$ cat src/rtl/pwrseq_pkg.sv
package pwrseq_pkg;

  localparam int CFG_W       = 6;
  localparam int CFG_UV_PCI  = 0;
  localparam int CFG_UV_MEM  = 1;
  localparam int CFG_UV_DUAL = 2;
  localparam int CFG_REL_RSM = 3;
  localparam int CFG_REL_FLT = 4;
  localparam int CFG_REL_UV  = 5;
  localparam int N_UV        = 3;
  localparam int N_LATCH     = 2;
  localparam int LAT_FLT     = 0;
  localparam int LAT_UV      = 1;

  typedef enum logic [1:0] {
    ST_S0 = 2'd0,
    ST_S3 = 2'd1,
    ST_S5 = 2'd2
  } sleep_st_e;

  typedef enum logic [1:0] {
    USB_ALL  = 2'b00,
    USB_S0S3 = 2'b01,
    USB_RSVD = 2'b10,
    USB_S0   = 2'b11
  } usb_mode_e;

endpackage

$ cat src/rtl/pwrseq_trip_latch.sv
module pwrseq_trip_latch (
  input  logic clk,
  input  logic rst_n,
  input  logic trip_i,
  input  logic cond_i,
  input  logic release_i,
  output logic tripped_o
);

  logic lat_q;
  logic lat_d;

  // trip has priority; release only once the condition is gone
  always_comb begin
    lat_d = lat_q;
    if (trip_i) begin
      lat_d = 1'b1;
    end else if (lat_q && release_i && !cond_i) begin
      lat_d = 1'b0;
    end
  end

  always_ff @(posedge clk or negedge rst_n) begin
    if (!rst_n) begin
      lat_q <= 1'b0;
    end else begin
      lat_q <= lat_d;
    end
  end

  assign tripped_o = lat_q;

endmodule

$ cat src/rtl/pwrseq_ms_timer.sv
module pwrseq_ms_timer #(
  parameter int unsigned DELAY_MS = 82
) (
  input  logic clk,
  input  logic rst_n,
  input  logic tick_i,
  input  logic level_i,
  output logic done_o
);

  localparam int unsigned CW = $clog2(DELAY_MS + 1);
  localparam logic [CW-1:0] TERM = CW'(DELAY_MS);

  logic [CW-1:0] cnt_q;
  logic [CW-1:0] cnt_d;
  logic          cnt_en;

  assign cnt_en = tick_i && (cnt_q != TERM);

  always_comb begin
    cnt_d = cnt_q;
    if (!level_i) begin
      cnt_d = '0;
    end else if (cnt_en) begin
      cnt_d = cnt_q + 1'b1;
    end
  end

  always_ff @(posedge clk or negedge rst_n) begin
    if (!rst_n) begin
      cnt_q <= '0;
    end else begin
      cnt_q <= cnt_d;
    end
  end

  assign done_o = level_i && (cnt_q == TERM);

endmodule

$ cat src/rtl/pwrseq_usb_sel.sv
module pwrseq_usb_sel
  import pwrseq_pkg::*;
(
  input  logic       sleep3_n,
  input  logic       sleep5_n,
  input  logic [1:0] mode_i,
  output logic       rail_on_o
);

  sleep_st_e st;
  usb_mode_e mode;

  assign mode = usb_mode_e'(mode_i);

  always_comb begin
    if (!sleep5_n) begin
      st = ST_S5;
    end else if (!sleep3_n) begin
      st = ST_S3;
    end else begin
      st = ST_S0;
    end
  end

  always_comb begin
    unique case (st)
      ST_S0:   rail_on_o = 1'b1;
      ST_S3:   rail_on_o = (mode != USB_S0);
      default: rail_on_o = (mode == USB_ALL) || (mode == USB_RSVD);
    endcase
  end

endmodule

$ cat src/rtl/pwrseq_supervisor.sv
module pwrseq_supervisor
  import pwrseq_pkg::*;
#(
  parameter int unsigned TICK_DIV     = 125000,
  parameter int unsigned RSM_DELAY_MS = 82,
  parameter int unsigned VRG_DELAY_MS = 2
) (
  input  logic             clk,
  input  logic             rst_n,
  input  logic             on_req_n,
  input  logic             ext_fault_n,
  input  logic             pwr_btn_n,
  input  logic             sleep3_n,
  input  logic             sleep5_n,
  input  logic             uv_pci,
  input  logic             uv_mem,
  input  logic             uv_dual,
  input  logic             dual_ok,
  input  logic             core_ok,
  input  logic [CFG_W-1:0] ctl_cfg,
  input  logic [1:0]       usb_mode,
  output logic             psu_on_n,
  output logic             rsm_rst_n,
  output logic             vr_good,
  output logic             usb_rail_on
);

  localparam int unsigned PW = (TICK_DIV > 1) ? $clog2(TICK_DIV) : 1;
  localparam logic [PW-1:0] PRE_LAST = PW'(TICK_DIV - 1);

  // 1 kHz tick prescaler
  logic [PW-1:0] pre_q;
  logic [PW-1:0] pre_d;
  logic          ms_tick;

  assign ms_tick = (pre_q == PRE_LAST);

  always_comb begin
    pre_d = ms_tick ? '0 : pre_q + 1'b1;
  end

  always_ff @(posedge clk or negedge rst_n) begin
    if (!rst_n) begin
      pre_q <= '0;
    end else begin
      pre_q <= pre_d;
    end
  end

  // release edge detection
  logic btn_prev_q;
  logic rsm_prev_q;
  logic btn_fall;
  logic rsm_fall;

  always_ff @(posedge clk or negedge rst_n) begin
    if (!rst_n) begin
      btn_prev_q <= 1'b1;
      rsm_prev_q <= 1'b0;
    end else begin
      btn_prev_q <= pwr_btn_n;
      rsm_prev_q <= rsm_rst_n;
    end
  end

  assign btn_fall = btn_prev_q && !pwr_btn_n;
  assign rsm_fall = rsm_prev_q && !rsm_rst_n;

  // trip latches
  logic [N_UV-1:0]    uv_vec;
  logic               uv_hit;
  logic               supply_on;
  logic [N_LATCH-1:0] lat_trip;
  logic [N_LATCH-1:0] lat_cond;
  logic [N_LATCH-1:0] lat_rel;
  logic [N_LATCH-1:0] lat_q;
  logic               fault_lat;
  logic               uv_lat;

  assign uv_vec    = {uv_dual, uv_mem, uv_pci};
  assign uv_hit    = |(uv_vec & ctl_cfg[CFG_UV_DUAL:CFG_UV_PCI]);
  assign supply_on = !on_req_n && ext_fault_n && !(|lat_q);

  always_comb begin
    lat_trip[LAT_FLT] = !ext_fault_n;
    lat_cond[LAT_FLT] = !ext_fault_n;
    lat_rel[LAT_FLT]  = (btn_fall && ctl_cfg[CFG_REL_FLT]) ||
                        (rsm_fall && ctl_cfg[CFG_REL_RSM]);
    lat_trip[LAT_UV]  = uv_hit && supply_on;
    lat_cond[LAT_UV]  = uv_hit;
    lat_rel[LAT_UV]   = (btn_fall && ctl_cfg[CFG_REL_UV]) ||
                        (rsm_fall && ctl_cfg[CFG_REL_RSM]);
  end

  for (genvar g = 0; g < N_LATCH; g++) begin : g_latch
    pwrseq_trip_latch u_latch (
      .clk       (clk),
      .rst_n     (rst_n),
      .trip_i    (lat_trip[g]),
      .cond_i    (lat_cond[g]),
      .release_i (lat_rel[g]),
      .tripped_o (lat_q[g])
    );
  end

  assign fault_lat = lat_q[LAT_FLT];
  assign uv_lat    = lat_q[LAT_UV];
  assign psu_on_n  = !supply_on;

  // delayed power-good outputs
  pwrseq_ms_timer #(.DELAY_MS(RSM_DELAY_MS)) u_rsm_tmr (
    .clk     (clk),
    .rst_n   (rst_n),
    .tick_i  (ms_tick),
    .level_i (dual_ok),
    .done_o  (rsm_rst_n)
  );

  pwrseq_ms_timer #(.DELAY_MS(VRG_DELAY_MS)) u_vrg_tmr (
    .clk     (clk),
    .rst_n   (rst_n),
    .tick_i  (ms_tick),
    .level_i (dual_ok && core_ok),
    .done_o  (vr_good)
  );

  pwrseq_usb_sel u_usb (
    .sleep3_n  (sleep3_n),
    .sleep5_n  (sleep5_n),
    .mode_i    (usb_mode),
    .rail_on_o (usb_rail_on)
  );

endmodule

$ cat config.mk
export PLATFORM = sky130hd
export DESIGN_NAME = pwrseq_supervisor
export DESIGN_NICKNAME = d
export VERILOG_FILES = /design/src/rtl/pwrseq_pkg.sv /design/src/rtl/pwrseq_trip_latch.sv /design/src/rtl/pwrseq_ms_timer.sv /design/src/rtl/pwrseq_usb_sel.sv /design/src/rtl/pwrseq_supervisor.sv
export SDC_FILE = /design/constraint.sdc
export NUM_CORES = 1
export LEC_CHECK = 0
export BUFFER_PORTS_ARGS = -buffer_cell sky130_fd_sc_hd__buf_2
export CAP_MARGIN = 20
export CORE_MARGIN = 3
export CORE_UTILIZATION = 52
export CTS_BUF_LIST = sky130_fd_sc_hd__clkbuf_4
export CTS_CLUSTER_DIAMETER = 40
export DETAILED_ROUTE_END_ITERATION = 10
export GPL_TIMING_DRIVEN = 0
export PLACE_DENSITY_LB_ADDON = 0.25
export SYNTH_ARGS = -nofsm -noshare
export SYNTH_HDL_FRONTEND = slang
export SYNTH_SLANG_ARGS = --single-unit
$ cat constraint.sdc
create_clock -name clk -period 1.6 [get_ports clk]
set_input_delay 0.08 -clock clk [delete_from_list [all_inputs] [get_ports clk]]
set_output_delay 0.08 -clock clk [all_outputs]
set_load 0.02 [all_outputs]
Word level (Yosys, flattened, before mapping) --
Cells that the tools add are included. W data, S select, Z words.
Operators by class: add/sub/neg operators 3, eq/ne operators 11, multiplexer cells 12, bitwise logic cells 1, reductions and logical operators 31
Operator list (count):
- $add A17 B1 Y17 const B | 1
- $eq A17 B17 Y1 const B | 1
- $logic_and A1 B1 Y1 | 17
- $mux W17 | 1
- $mux W7 | 2
- $add A7 B1 Y7 const B | 1
- $eq A7 B7 Y1 const B | 1
- $ne A7 B7 Y1 const B | 1
- $logic_not A1 Y1 | 6
- $mux W2 | 3
- $ne A2 B2 Y1 const B | 3
- $mux W1 | 5
- $eq A2 B2 Y1 const B | 2
- $logic_not A2 Y1 | 2
- $ne A2 B1 Y1 const B | 2
- $and A3 B3 Y3 | 1
- $logic_or A1 B1 Y1 | 3
- $reduce_or A3 Y1 | 1
- $add A2 B1 Y2 const B | 1
- $eq A2 B1 Y1 const B | 1
- $pmux W1 S2 | 1
- $reduce_bool A2 Y1 | 1
- $reduce_or A2 Y1 | 1
Word-level totals: flip-flop bits (word level) 30, input bits 20, output and inout bits 4, word-level logic and storage cells 65

Depth between registers and ports, before layout --
Gate-level depths: netlist of run 1.
depth in word-level cells 10, depth in mapped cells 6, gate-level depth less buffers 6

By module --
From an unflattened synthesis of run 1, not the netlist that was laid out.
Second synthesis, totals: cell total of the unflattened synthesis 156, area total of the unflattened synthesis 1605.3 µm²
Modules (own cells, without submodules):
- pwrseq_supervisor | times used 1, cells an instance 91, area an instance 953.4 µm², seq. area each 476.7 µm²
- pwrseq_ms_timer (u_rsm_tmr) | times used 1, cells an instance 45, area an instance 437.9 µm², seq. area each 175.2 µm²
- pwrseq_ms_timer (u_vrg_tmr) | times used 1, cells an instance 11, area an instance 121.4 µm², seq. area each 50.0 µm²
- pwrseq_trip_latch | times used 2, cells an instance 3, area an instance 38.8 µm², seq. area each 25.0 µm²
- pwrseq_usb_sel | times used 1, cells an instance 3, area an instance 15.0 µm², seq. area each 0.0 µm²

Worst setup path before layout of run 1 --
OpenSTA, ideal clock, no wires.
path type reg-to-reg, start register u_rsm_tmr.cnt_q[0], end register u_rsm_tmr.cnt_q[2], setup time 0.126 ns, arrival time 1.840 ns, required time 1.474 ns, slack -0.365 ns, cell stages (with the launch flop) 7, path buffers 0, period minus slack after synthesis 1.965 ns, cells stage by stage dfrtp_1 > inv_1 > ha_1 > nand4b_1 > nor4_1 > or4_1 > a21oi_1
Between the ends: cells in the longest elaborated chain, start to end 3, elaborated cells between the ends (all ways) 6, those cells by class add/sub: 1; eq/ne: 2; mux: 2; reduce/logical: 1
Ends and longest elaborated chain:
- start, declared | line pwrseq_ms_timer.sv:14 | logic [CW-1:0] cnt_q;
- start signal, assigned | line pwrseq_ms_timer.sv:33 | cnt_q <= cnt_d;
- $add A7 B1 Y7 or $ne A7 B7 Y1 (tied branches) | line pwrseq_ms_timer.sv:25, pwrseq_ms_timer.sv:18
- $mux W7 or $logic_and A1 B1 Y1 (tied branches) | line pwrseq_ms_timer.sv:24, pwrseq_ms_timer.sv:18
- $mux W7 or $ne A2 B1 Y1 (tied branches)
Parallel ways exist; a longest one is shown, timed or not. The select of a mux whose other input is x is not followed. A chain may end at the register's enable or synchronous reset.

Worst setup path after layout of run 1 --
start register pre_q[7], end register u_rsm_tmr.cnt_q[3]
Between the ends: cells in the longest elaborated chain, start to end 3
Ends and longest elaborated chain:
- start, declared | line pwrseq_supervisor.sv:32 | logic [PW-1:0] pre_q;
- start signal, assigned | line pwrseq_supervisor.sv:46 | pre_q <= pre_d;
- $eq A17 B17 Y1 | line pwrseq_supervisor.sv:36 | assign ms_tick = (pre_q == PRE_LAST);
- $logic_and A1 B1 Y1 | line pwrseq_ms_timer.sv:18 | assign cnt_en = tick_i && (cnt_q != TERM);
- $ne A2 B1 Y1 (no line)
Every way passes these cells.

==> results.ini, run 1 <==
[synthesis]
netlist_area_um2 = 1520
ys_warn_count = 0
synth.distinct_cells = 35
syn_inst = 147
yosys_register_bits = 30
synth_seq_area_share = 0.496
mappedNetlistNets = 171
syn_avg_cell_area_um2 = 10.3

[route]
drcViolationCount = 0
route.vias.total = 1389
detail_route.wl_per_cell_um = 16.7
detail_route.vias_per_cell = 6.04
drt_iter0_drc = 38
drt.antenna.violating_nets = 0
drt-total-wl_um = 3840
firstDrtPassIters = 4

[setup_path]
critical_path_cell_by_cell = and4bb_2 > nand4b_4 > or4_4 > a21oi_2
crit_path_max_incr_delay_ns = 0.54
cp_max_delay_cell = or4_4
cp_max_fo = 5
crit-reg2reg-launch = pre_q[7]
crit_path_start_kind = register
r2r_setup_slack_ns = -0.17
required_ns = 1.86
setup.worst_path.end_class = register
crit_path_class = reg -> reg
cp_data_arrival_time_ns = 2.03
timing.critical_path.buf_inv = 0
rr_worst_depth = 4
worst_r2r_endpoint = u_rsm_tmr.cnt_q[3]
crit_family = simple AND/OR/NAND/NOR gates

[placement]
place_hpwl_um = 2250
place_inst = 200
port_buffer_cells = 23
gp_routability_congestion = 0.828

[sta]
slew_violations = 0
max-slew-margin-rel = 0.558
final.setup_skew_ns = 0.0118
post-route-worst-setup-slack_ns = -0.167
finalSetupViolations = 10
worstMarginPinSlew_ns = 0.664
rsz0062_at_grt = yes
clock_period_minus_worst_slack_ns = 1.77
clock.fmax_mhz = 566
hold_violations = 0
post-route-period-util = 1.10

[min_path]
hold_end = g_latch[0].u_latch.tripped_o
hold_class = in -> reg
hp-start = ctl_cfg[4]
whs_path_depth = 4

[power_and_ir_drop]
power_density_nw_per_um2 = 622
static-leakage-power_nw = 0.964
report.power.total_w = 0.00126
irDropWorstVdd_mv = 0.571

[cts]
insertion_delay_of_the_later_clocked_pin_in_the_worst_skew_pair_ns = 0.34
cts-root-buf = clkbuf_4
cts-root-to-sink-buffers = 2
cts_sinks = 30
cts_made_buffers = 5
cts.htree.levels = 2
clk_transition_reported_paths_ns = 0.10
tritoncts = yes

[status]
outcome = finished, violations left
failed_checks = negative setup slack

[global_route]
grt_start_max_net_pins = 31
grt_remaining_overflow = 0
grt_antenna_before_repair = 0
groute.usage.overall = 0.224
grt_pass1_vias = 1396
first_pass_grt_wire_length_um = 5980

[floorplanning]
die_area_um2 = 3600
start_util = 0.580
boundaryPins = 24
floorplan.rows = 18
floorplan.core_area_um2 = 2610
die-height_um = 60.0
dieWidth_um = 60.0

[final_layout]
layout.cells.most_common_list = dfrtp_1 (27), buf_2 (21), buf_4 (19)
most_common_cell_after_layout_fill_and_taps_aside = dfrtp_1
post_route_cells_drive_above_1_share = 0.355
num-nets-final = 223
antennaDiodeCount = 0
finalNonFillerCells = 230
syn_to_final_growth_pct = 33.7

[job]
max_cap_viol_count = 0

## what timing repair did
item                                    4_1_cts  5_1_grt
gates resized for setup                      12       18
hold buffers                                  4        0
pin swaps                                    11        7
hold endpoints to repair                     33        0
gates cloned                                  1        0
endpoints found under the setup margin       14       15
buffers inserted                             13        5
## where the power goes
group          internal (W)  leakage (nW)  total [W]  switching [W]
Combinational     0.0000351         0.546  0.0000731      0.0000380
Sequential         0.000763         0.390   0.000766     0.00000285
Clock              0.000156        0.0277   0.000420       0.000264
Total              0.000954         0.964    0.00126       0.000305
## synth_stat cells
cell type,n,share of area
dfrtp_1,29,0.48
nand2_1,13,0.032
nor2_1,10,0.025
inv_1,9,0.022
o21ai_0,9,0.030
a21oi_1,8,0.026
nand3_1,7,0.023
xnor2_1,6,0.035
xor2_1,6,0.035
nand4_1,5,0.021
ha_1,4,0.033
or3_1,4,0.017
or4_1,4,0.020
nor4_1,3,0.012
and4_1,2,0.012
and4bb_2,2,0.017
clkbuf_1,2,0.0050
mux2i_1,2,0.013
nand2b_1,2,0.0083
nand3b_1,2,0.0099
nor3_1,2,0.0066
o31ai_1,2,0.0099
o41ai_1,2,0.012
a21o_1,1,0.0050
a222oi_1,1,0.0066
and2_1,1,0.0041
and3_1,1,0.0041
and4b_1,1,0.0066
dfstp_2,1,0.017
nand4b_1,1,0.0058
nand4b_4,1,0.016
nor4_4,1,0.014
o311ai_0,1,0.0058
or4b_1,1,0.0066
or4b_2,1,0.0066
## metrics by stage
step	setup TNS, ns	setup WS (ns)	hold WS (ns)	utilization	area [µm²]
floorplan	0	0.00930	-0.216	-	1540
detailed placement	-1.22	-0.230	0.155	0.649	1700
finish	-1.13	-0.167	0.0374	0.775	2030
CTS	-0.506	-0.107	0.0362	0.738	1930
global route	-1.78	-0.202	0.0558	0.775	2030
global placement	-0.920	-0.170	0.142	0.649	1700
## cell type report
cell class                      instances  area [µm²]
Multi-Input combinational cell        107         841
Sequential cell                        30         754
Fill cell                             174         587
Timing Repair Buffer                   45         303
Clock buffer                            5        37.5
Tap cell                               30        37.5
Inverter                                9        33.8
Clock inverter                          3        11.3
Buffer                                  1        7.51
## worst max path at each step
stage | startpoint | to | cells past startpoint
after floorplan | pre_q[5] | u_rsm_tmr.cnt_q[2] | 4
after global placement | pre_q[5] | u_rsm_tmr.cnt_q[6] | 4
after detailed placement | pre_q[5] | u_rsm_tmr.cnt_q[6] | 4
after CTS | pre_q[12] | u_rsm_tmr.cnt_q[3] | 5
after global routing | pre_q[7] | u_rsm_tmr.cnt_q[3] | 4
final | pre_q[7] | u_rsm_tmr.cnt_q[3] | 4
## worst min-delay path, stage by stage
cell      delay (ns)
buf_2           0.08
nand3b_1        0.07
nand2_1         0.07
o21ai_1         0.05
## kinds of logic (layout without fill, tap and decap cells)
group                      count (synthesis)  in the layout  synth area share
DFF                                       30             30             0.496
buffers and inverters                     11             63            0.0273
and+or+nand+nor                           64             65             0.266
adders and majority gates                  4              4            0.0330
xor gates and xnor gates                  12             12            0.0694
muxes                                      2              2            0.0132
AOI/OAI and AO/OA                         24             24            0.0950
## flip-flops by register name, summed over array words and instances (netlist names)
register	flops
btn_prev_q	1
g_latch.u_latch.tripped_o	2
u_vrg_tmr.cnt_q	2
rsm_prev_q	1
pre_q	17
u_rsm_tmr.cnt_q	7
## layer usage
metal | track usage | wire (µm)
met1 | 0.264 | 1570
met2 | 0.373 | 1970
met3 | 0.0626 | 214
met4 | 0.111 | 87
met5 | 0 | 0
(Power assumes the default switching activity.)
==> run 2, diff against run 1 <==
--- a/config.mk
+++ b/config.mk
@@ -5,10 +5,11 @@
 export SDC_FILE = /design/constraint.sdc
 export NUM_CORES = 1
 export LEC_CHECK = 0
+export ABC_AREA = 1
 export BUFFER_PORTS_ARGS = -buffer_cell sky130_fd_sc_hd__buf_2
 export CAP_MARGIN = 20
 export CORE_MARGIN = 3
-export CORE_UTILIZATION = 52
+export CORE_UTILIZATION = 54
 export CTS_BUF_LIST = sky130_fd_sc_hd__clkbuf_4
 export CTS_CLUSTER_DIAMETER = 40
 export DETAILED_ROUTE_END_ITERATION = 10
==> run 2 against run 1 <==
The run now ends clean. First-iteration DRC count increased by 95%. Die area rose by 15%. Sequential share of layout area down 2.0 points. Clock skew shrank 0.0049 ns. Design area grew 5.4%. Via count up 20%. Maximum frequency is 15% higher.
==> results.ini, run 2 <==
[status]
outcome = finished clean

[sta]
clock_period_minus_worst_slack_ns = 1.53  ; -0.235 ns
timing.setup.tns_ns = 0  ; +1.13 ns
slew_violations = 0  ; unchanged
clock.fmax_mhz = 653  ; +15%
hold_violations = 0  ; unchanged
max-slew-margin-rel = 0.570  ; +0.0121
finalSetupViolations = 0  ; -10
post-route-period-util = 0.957  ; -0.147
rsz0062_at_grt = yes
final.setup_skew_ns = 0.00697  ; -0.00488 ns
worstMarginPinSlew_ns = 0.645  ; -0.0182 ns
worst_hold_margin_ns = 0.0519  ; +0.0145 ns

[synthesis]
yosys_register_bits = 30  ; unchanged
syn_avg_cell_area_um2 = 7.24  ; -30%
number_of_flops_mapped_to_enable_cells_by_yosys = 0  ; unchanged
synth.distinct_cells = 31  ; -11%
mappedNetlistNets = 277  ; +62%
synth.top_cell.area_share = 0.396  ; -0.0828
post-synth-top-area-cell = dfrtp_1
synth.area.top_cells = dfrtp_1 (40%), nand2_1 (14%), nor2_1 (9.0%)
dominant_synthesized_flop_cell = dfrtp_1
synth-async-reset-ratio = 1.00  ; unchanged
syn_inst = 253  ; +72%
synth_seq_area_share = 0.411  ; -0.0858
netlist_area_um2 = 1830  ; +21%
post_synth_most_frequent_cells = nand2_1 (69), nor2_1 (44), inv_1 (32)
ys_warn_count = 0  ; unchanged
synth.most_common_cell = nand2_1

[setup_path]
cp_data_arrival_time_ns = 1.45  ; -0.58 ns
cp_max_fo = 5  ; unchanged
rr_worst_depth = 7  ; +3
setup.worst_path.end_class = primary output
crit_path_class = reg -> out
crit_path_start_kind = register
required_ns = 1.52  ; -0.34 ns
worst_r2r_endpoint = pre_q[10]
crit-reg2reg-launch = pre_q[0]
r2r_setup_slack_ns = 0.13  ; +0.30 ns

[job]
max_cap_viol_count = 0  ; unchanged

[cts]
clk_transition_reported_paths_ns = 0.09  ; about the same
cts_sinks = 30  ; unchanged
cts-root-buf = clkbuf_4
tritoncts = yes
cts_made_buffers = 5  ; unchanged
cts-root-to-sink-buffers = 2  ; unchanged
cts.htree.levels = 2  ; unchanged
insertion_delay_of_the_later_clocked_pin_in_the_worst_skew_pair_ns = 0.33  ; about the same

[global_route]
groute.usage.overall = 0.204  ; -0.0202
grt_start_max_net_pins = 31  ; unchanged
grt_pass1_vias = 1601  ; +15%
grt_antenna_before_repair = 0  ; unchanged
grt_remaining_overflow = 0  ; unchanged
first_pass_grt_wire_length_um = 6600  ; +11%

[route]
drt-total-wl_um = 3630  ; -5.6%
drt.antenna.violating_nets = 0  ; unchanged
firstDrtPassIters = 4  ; unchanged
detail_route.wl_per_cell_um = 10.9  ; -35%
drt_iter0_drc = 74  ; +95%
route.vias.total = 1672  ; +20%
detail_route.vias_per_cell = 5.01  ; -17%
drcViolationCount = 0  ; unchanged

[floorplanning]
floorplan.rows = 20  ; +2
start_util = 0.581  ; +0.000972
die_area_um2 = 4130  ; +15%
die-height_um = 64.2  ; +7.1%
dieWidth_um = 64.2  ; +7.1%
floorplan.core_area_um2 = 3150  ; +21%
boundaryPins = 24  ; unchanged

[placement]
place_inst = 320  ; +60%
gp_routability_congestion = 0.936  ; +13%
place_hpwl_um = 2640  ; +17%
port_buffer_cells = 23  ; unchanged

[final_layout]
fin_util = 0.677  ; -0.0984
largest_register_ff_count = 17  ; unchanged
finalNonFillerCells = 334  ; +45%
num-nets-final = 313  ; +40%
syn_to_final_growth_pct = 16.5
post_route_cells_drive_above_1_share = 0.172  ; -0.183
most_common_cell_after_layout_fill_and_taps_aside = nand2_1
layout.cells.most_common_list = nand2_1 (69), nor2_1 (43), inv_1 (31)
reg_top3 = pre_q (17), u_rsm_tmr.cnt_q (7)
antennaDiodeCount = 0  ; unchanged
regMostFlops = pre_q

[min_path]
whs_path_depth = 4  ; unchanged
hold_end = g_latch[1].u_latch.tripped_o
hp-start = ctl_cfg[5]
hold_class = in -> reg

[power_and_ir_drop]
power_density_nw_per_um2 = 587  ; -5.5%
static-leakage-power_nw = 1.05  ; +8.8%
irDropWorstVdd_mv = 0.373  ; -35%

[run 2: changes by cell type in the layout (fill, tap and decap cells not counted), sizes merged, moves of 5 or more]
cell / change
nor2: +39
buf: -14
a21oi: -6
xnor2: -5
inv: +24
nand3: +17
nand2: +59
[run 2: final cells by class]
type,instances,area (µm²)
plain buffers,2,8.76
clock buffers,5,37.5
clock inverters,3,11.3
fillers,279,1020
inverters,35,131
multi-input cells,186,968
flip-flops and latches,30,752
well taps,44,55.1
repair buffers,29,170
[run 2: worst max-delay path by stage]
stage	from	end	slack, ns	depth (start not counted)
final	u_rsm_tmr.cnt_q[0]	rsm_rst_n	0.07	6
after global routing	u_rsm_tmr.cnt_q[0]	rsm_rst_n	-0.03	6
after CTS	u_rsm_tmr.cnt_q[0]	rsm_rst_n	0.002	6
after detailed placement	u_rsm_tmr.cnt_q[0]	u_rsm_tmr.cnt_q[6]	0.09	8
after global placement	u_rsm_tmr.cnt_q[0]	u_rsm_tmr.cnt_q[1]	0.08	8
after floorplan	u_rsm_tmr.cnt_q[0]	rsm_prev_q	0.20	5
[run 2: metal layers]
layer  GRT usage  vias to the layer above  share of wire
met5           0                        -              0
met4      0.0950                        0          0.019
met3      0.0387                       10          0.053
met2       0.317                       43           0.44
met1       0.274                      757           0.49
li1            -                      862              -
[run 2: what timing repair did]
action | in CTS | in global routing
resized for setup | 2 | 6
setup buffers | 1 | 2
hold buffers | 3 | 0
pin swaps | 0 | 1
setup endpoints to repair | 1 | 8
cloned | 0 | 0
endpoints found under the hold margin | 31 | 0
[run 2: power by group]
part | switching (W) | total (W) | leakage, nW | internal (W)
Combinational | 0.0000420 | 0.0000732 | 0.628 | 0.0000312
Clock | 0.000259 | 0.000415 | 0.0277 | 0.000156
Sequential | 0.00000271 | 0.000766 | 0.392 | 0.000763
[run 2: stage by stage]
| stage | worst slack [ns] | instance area, µm² | power [W] |
|---|---|---|---|
| floorplan | 0.204 | 1830 | 0.000804 |
| global placement | 0.0841 | 2000 | 0.000847 |
| detailed placement | 0.0902 | 2000 | 0.000849 |
| CTS | 0.00174 | 2100 | 0.00128 |
| global route | -0.0321 | 2130 | 0.00132 |
| finish | 0.0680 | 2130 | 0.00125 |
[run 2: logic make-up after synthesis]
family | share of synthesized area
compound gates | 0.0307
simple gates | 0.402
buf+inv | 0.0765
fa+ha+maj | 0.0273
flops | 0.411
xor+xnor | 0.0526
[run 2: worst max-delay path, cell delays in order (launching register included)]
cell and delay (ns):
dfrtp_1 0.40, inv_2 0.07, ha_1 0.14, nand2_1 0.05, nand3b_4 0.21, nor2_4 0.11, buf_4 0.14
